===== config.mk =====
export PLATFORM = sky130hd
export DESIGN_NAME = hazard_ctrl
export DESIGN_NICKNAME = d
export VERILOG_FILES = /design/src/rtl/hazard_pkg.sv /design/src/rtl/hz_ex_forward.sv /design/src/rtl/hz_id_forward.sv /design/src/rtl/hz_stall_unit.sv /design/src/rtl/hazard_ctrl.sv
export SDC_FILE = /design/constraint.sdc
export NUM_CORES = 1
export LEC_CHECK = 0
export BUFFER_PORTS_ARGS = -buffer_cell sky130_fd_sc_hd__buf_2
export CORE_UTILIZATION = 37
export DETAILED_ROUTE_END_ITERATION = 7
export GPL_ROUTABILITY_DRIVEN = 0
export PLACE_DENSITY_LB_ADDON = 0.2
export RECOVER_POWER = 50
export SETUP_SLACK_MARGIN = 0.5
export SLEW_MARGIN = 20
export SYNTH_ARGS = -nofsm -noshare
export SYNTH_HDL_FRONTEND = slang
export SYNTH_SLANG_ARGS = --single-unit

===== constraint.sdc =====
create_clock -name vclk -period 1.57
set_input_delay 0.2355 -clock vclk [all_inputs]
set_output_delay 0.2355 -clock vclk [all_outputs]
set_load 0.02 [all_outputs]

===== src/rtl/hazard_pkg.sv =====
package hazard_pkg;
  localparam int unsigned REG_W = 5;

  typedef enum logic [1:0] {
    SRC_RF    = 2'b00,
    SRC_WBACK = 2'b01,
    SRC_MEMST = 2'b10
  } op_src_e;

  // true when a producer that writes register dst supplies register src
  function automatic logic dest_hits(input logic [REG_W-1:0] dst,
                                     input logic             wr,
                                     input logic [REG_W-1:0] src);
    return wr && (dst != '0) && (dst == src);
  endfunction

  // producer priority: memory stage before writeback stage
  function automatic op_src_e pick_src(input logic mem_hit, input logic wb_hit);
    if (mem_hit)     return SRC_MEMST;
    else if (wb_hit) return SRC_WBACK;
    else             return SRC_RF;
  endfunction
endpackage


===== src/rtl/hz_ex_forward.sv =====
module hz_ex_forward
  import hazard_pkg::*;
#(
  parameter int unsigned RW = REG_W,
  parameter int unsigned NOPS = 2
) (
  input  logic               clk,
  input  logic               rst_n,
  input  logic [NOPS*RW-1:0] src_flat,
  input  logic [RW-1:0]      mem_rd,
  input  logic               mem_wr,
  input  logic [RW-1:0]      wb_rd,
  input  logic               wb_wr,
  output logic [NOPS*2-1:0]  sel_flat
);
  for (genvar g = 0; g < NOPS; g++) begin : g_op
    logic [RW-1:0] src;
    logic          mem_hit;
    logic          wb_hit;
    op_src_e       sel;
    assign src     = src_flat[g*RW +: RW];
    assign mem_hit = dest_hits(mem_rd, mem_wr, src);
    assign wb_hit  = dest_hits(wb_rd, wb_wr, src);
    assign sel     = pick_src(mem_hit, wb_hit);
    assign sel_flat[g*2 +: 2] = sel;


    zero_src_not_fwd_chk: assert property (@(posedge clk) disable iff (!rst_n)
      (src == '0) |-> (sel == SRC_RF));

    mem_over_wb_chk: assert property (@(posedge clk) disable iff (!rst_n)
      (mem_hit && wb_hit) |-> (sel == SRC_MEMST));

    legal_sel_chk: assert property (@(posedge clk) disable iff (!rst_n)
      (sel != 2'b11));
  end
endmodule


===== src/rtl/hz_id_forward.sv =====
module hz_id_forward
  import hazard_pkg::*;
#(
  parameter int unsigned RW = REG_W
) (
  input  logic          clk,
  input  logic          rst_n,
  input  logic [RW-1:0] id_rs,
  input  logic [RW-1:0] id_rt,
  input  logic [RW-1:0] mem_rd,
  input  logic          mem_wr,
  input  logic          mem_load,
  output logic          fwd_a,
  output logic          fwd_b
);
  // a load result is not ready at the memory-stage register; that case stalls
  assign fwd_a = !mem_load && dest_hits(mem_rd, mem_wr, id_rs);
  assign fwd_b = !mem_load && dest_hits(mem_rd, mem_wr, id_rt);


  no_load_fwd_chk: assert property (@(posedge clk) disable iff (!rst_n)
    (fwd_a || fwd_b) |-> !mem_load);

  zero_id_fwd_chk: assert property (@(posedge clk) disable iff (!rst_n)
    (id_rs == '0) |-> !fwd_a);
endmodule


===== src/rtl/hz_stall_unit.sv =====
module hz_stall_unit
  import hazard_pkg::*;
#(
  parameter int unsigned RW = REG_W
) (
  input  logic          clk,
  input  logic          rst_n,
  input  logic [RW-1:0] id_rs,
  input  logic [RW-1:0] id_rt,
  input  logic          id_branch,
  input  logic [RW-1:0] ex_rd,
  input  logic          ex_wr,
  input  logic          ex_load,
  input  logic [RW-1:0] mem_rd,
  input  logic          mem_load,
  output logic          load_use,
  output logic          br_wait,
  output logic          stall
);
  logic ex_hit;
  logic mem_ld_hit;

  assign ex_hit     = dest_hits(ex_rd, ex_wr, id_rs) || dest_hits(ex_rd, ex_wr, id_rt);
  assign mem_ld_hit = dest_hits(mem_rd, mem_load, id_rs) || dest_hits(mem_rd, mem_load, id_rt);

  assign load_use = ex_load && ex_hit;
  assign br_wait  = id_branch && (ex_hit || mem_ld_hit);
  assign stall    = load_use || br_wait;


  alu_no_stall_chk: assert property (@(posedge clk) disable iff (!rst_n)
    (!id_branch && !ex_load) |-> !stall);

  zero_no_stall_chk: assert property (@(posedge clk) disable iff (!rst_n)
    (id_rs == '0 && id_rt == '0) |-> !stall);
endmodule


===== src/rtl/hazard_ctrl.sv =====
module hazard_ctrl
  import hazard_pkg::*;
#(
  parameter int unsigned RW = REG_W
) (
  input  logic          clk,
  input  logic          rst_n,
  input  logic [RW-1:0] id_rs,
  input  logic [RW-1:0] id_rt,
  input  logic          id_branch,
  input  logic          id_cmp_true,
  input  logic [RW-1:0] ex_rs,
  input  logic [RW-1:0] ex_rt,
  input  logic [RW-1:0] ex_rd,
  input  logic          ex_wr,
  input  logic          ex_load,
  input  logic [RW-1:0] mem_rd,
  input  logic          mem_wr,
  input  logic          mem_load,
  input  logic [RW-1:0] wb_rd,
  input  logic          wb_wr,
  output logic [1:0]    ex_fwd_a,
  output logic [1:0]    ex_fwd_b,
  output logic          id_fwd_a,
  output logic          id_fwd_b,
  output logic          pc_hold,
  output logic          ifid_hold,
  output logic          ex_bubble,
  output logic          ifid_flush,
  output logic          pc_redirect
);
  logic [3:0] sel_flat;
  logic       load_use;
  logic       br_wait;
  logic       stall;
  logic       take;

  hz_ex_forward #(.RW(RW), .NOPS(2)) u_exf (
    .clk(clk), .rst_n(rst_n),
    .src_flat({ex_rt, ex_rs}),
    .mem_rd(mem_rd), .mem_wr(mem_wr),
    .wb_rd(wb_rd), .wb_wr(wb_wr),
    .sel_flat(sel_flat)
  );
  assign ex_fwd_a = sel_flat[1:0];
  assign ex_fwd_b = sel_flat[3:2];

  hz_id_forward #(.RW(RW)) u_idf (
    .clk(clk), .rst_n(rst_n),
    .id_rs(id_rs), .id_rt(id_rt),
    .mem_rd(mem_rd), .mem_wr(mem_wr), .mem_load(mem_load),
    .fwd_a(id_fwd_a), .fwd_b(id_fwd_b)
  );

  hz_stall_unit #(.RW(RW)) u_stl (
    .clk(clk), .rst_n(rst_n),
    .id_rs(id_rs), .id_rt(id_rt), .id_branch(id_branch),
    .ex_rd(ex_rd), .ex_wr(ex_wr), .ex_load(ex_load),
    .mem_rd(mem_rd), .mem_load(mem_load),
    .load_use(load_use), .br_wait(br_wait), .stall(stall)
  );

  assign take        = id_branch && id_cmp_true && !stall;
  assign pc_hold     = stall;
  assign ifid_hold   = stall;
  assign ex_bubble   = stall;
  assign ifid_flush  = take;
  assign pc_redirect = take;


  flush_not_in_stall_chk: assert property (@(posedge clk) disable iff (!rst_n)
    ifid_flush |-> !pc_hold);

  load_use_bubble_chk: assert property (@(posedge clk) disable iff (!rst_n)
    load_use |-> (ex_bubble && ifid_hold && pc_hold));

  branch_wait_hold_chk: assert property (@(posedge clk) disable iff (!rst_n)
    br_wait |-> !pc_redirect);

  flush_needs_branch_chk: assert property (@(posedge clk) disable iff (!rst_n)
    pc_redirect |-> (id_branch && id_cmp_true));
endmodule


==> reports/summary.txt <==
cell area after layout -> 1391 µm²
unique cell type count in the Yosys netlist -> 19
Mapped Area -> 631.9 µm²
DR WL/cell -> 14.65 µm
met3 usage -> 0.008511
Initial Utilization -> 0.4053
Synth Area per Inst -> 7.998 µm²
Antenna diodes -> 0
final setup margin -> -0.2189 ns
largest net degree at the start of global routing -> 5
DR pass1 iterations -> 6
DRC Markers -> 2
unrepaired setup endpoints after global routing -> true
Port Buffer Count -> 53
GRT Residual Overflow -> 0
final WL -> 2535 µm
register area -> 0 µm²
vias in the first global route -> 819
area delta synth->final -> 120.2%
remaining antenna violation count after routing -> 0
via count -> 866
Pleak -> 0.6316 nW
pre-CTS worst setup slack -> -0.2930 ns
filler instances -> 78
Worst path max stage delay -> 0.34 ns
Min-Delay Path Depth -> 3
Placement Cell Area -> 1136 µm²
P per Cell Area -> 276.5 nW/µm²
global-route track usage on met1 -> 0.3079
layout cells sized above 1 -> 0.7197
achievable frequency -> 0.5590 GHz
sequential cell area fraction in the yosys report -> 0
max-cap violations -> 0
crit path max fanout -> 2
Rel. slew slack -> 0.6883
met2 Track Usage GR -> 0.5000
Post-Route Utilization -> 0.8925
Min-Delay Endpoint -> id_fwd_a
final slew viol count -> 0
antenna violations before repair -> 0
Power Total -> 0.0003847 W
final hold violation count -> 0
CP required -> 1.33 ns
Multi-input gate area -> 715.7 µm²
first-pass GRT wire length -> 3657 µm
Starting DRT DRC Count -> 12
Final period util -> 1.139
die area -> 1877 µm²
Tot GR Track Use -> 0.2567
Net Count, Synth -> 123
Most Crowded Layer GR -> met2
HPWL Detailed -> 1784 µm
CORE AREA -> 1559 µm²
Hold WC Path Type -> primary input to primary output
top post-synthesis cells by area -> xor2_1 (35%), xnor2_1 (21%), nor4_2 (7.9%), buf_4 (5.9%), nor3_1 (4.8%)
min-delay src -> mem_load
crit-path cells -> buf_8 -> xor2_2 -> nor3_2 -> nand3_2 -> a211o_1 -> o2111a_2 -> buf_6
Seq cells -> 0
Worst Setup End Kind -> primary output
Yosys top cell by area -> xor2_1
Buf/Inv on CP -> 2
Critical Path AT -> 1.55 ns
setup violators final -> 11
violated checks -> DRC, setup timing
slowest cell on the critical path -> a211o_1
die height -> 43.33 µm
Synth Instances -> 79
minimum clock period -> 1.789 ns
Crit. path cell count -> 7
family with the most delay on the worst path -> compound AO/OA/AOI/OAI gates
Least-Margin Pin Slew -> 0.4653 ns
I/O pin count -> 55
Yosys top cell area share -> 0.3465
WS Path Type -> primary input to primary output
Worst VDD drop -> 185.9 µV
Syn. warnings -> 0
via/cell ratio -> 5.006
CP Launch Type -> primary input
clock buffers -> 0
Die X -> 43.33 µm
Net count, final -> 203
status -> finished with violations
Rows -> 14
## cells in the final DEF (no fill, tap or decap), types with 2 or more instances in the layout
| cell type | n |
|---|---|
| buf_2 | 32 |
| xnor2_1 | 12 |
| or4_4 | 4 |
| xor2_2 | 2 |
| nand3_2 | 2 |
| buf_4 | 38 |
| xnor2_2 | 2 |
| nor3_2 | 4 |
| buf_6 | 16 |
| nor3_1 | 2 |
| o21ai_4 | 2 |
| buf_8 | 2 |
| xor2_1 | 23 |
| nor4_4 | 4 |
| nand3_1 | 3 |
## metrics by stage
step | hold WS [ns] | setup TNS (ns) | instances
after detailed placement | 0.7660 | -2.101 | 170
after floorplan | 0.5223 | -0.9021 | 79
after global placement | 0.7587 | -1.755 | 170
after global routing | 0.7966 | -1.933 | 173
after CTS | 0.7754 | -1.119 | 172
final | 0.7820 | -1.552 | 173
## where the power goes
part | switching [W] | total (W) | internal, W
Clock | 0 | 0 | 0
Sequential | 0 | 0 | 0
Combinational | 0.000176 | 0.000385 | 0.000209
## worst min-delay path, delay by kind of cell
| kind | cells | cell delay [ns] |
|---|---|---|
| and+or+nand+nor | 1 | 0.05 |
| buffers and inverters | 2 | 0.26 |
## logic make-up (layout without fill, tap and decap cells)
group | after synthesis | in the layout | share of synthesized area
AO/OA/AOI/OAI | 7 | 7 | 0.09705
XOR/XNOR | 40 | 40 | 0.5545
buffers and inverters | 10 | 88 | 0.1050
AND/OR/NAND/NOR | 22 | 22 | 0.2436
## per-layer routing
metal  routed length (µm)  vias up
met1                  967      405
li1                     -      425
met3                   80        6
met4                   65        0
met5                    0        -
met2                 1421       30
## worst max path at each step
stage               from     endpoint  slack (ns)
2_1_floorplan  mem_rd[0]  pc_redirect       -0.19
3_3_place_gp    wb_rd[4]  ex_fwd_a[0]       -0.22
3_5_place_dp    wb_rd[4]  ex_fwd_b[0]       -0.29
4_1_cts        mem_rd[2]  ex_fwd_b[0]       -0.19
5_1_grt         id_rt[1]   ifid_flush       -0.25
6_report        id_rt[1]   ifid_flush       -0.22
## Yosys cell counts
cell	n
xor2_1	25
xnor2_1	15
nor3_1	6
buf_4	5
nand3_1	5
nor4_2	4
or4_1	4
buf_2	2
clkbuf_1	2
o21ai_0	2
a211o_1	1
a31oi_1	1
buf_6	1
nand2_1	1
nor2_1	1
o2111a_1	1
o21ai_4	1
o221ai_1	1
or4_4	1
## repair_timing
action                                  4_1_cts  5_1_grt
hold buffers                                  0        0
pin swaps                                    20        8
resized for setup                            42       14
setup buffers                                 2        1
endpoints found under the setup margin       11       11
## final cells by class
cell class,instances,area share
multi-input cells,69,0.5144
repair buffers,88,0.4712
well taps,16,0.01439
No activity file was read; power rests on OpenSTA's default activity.
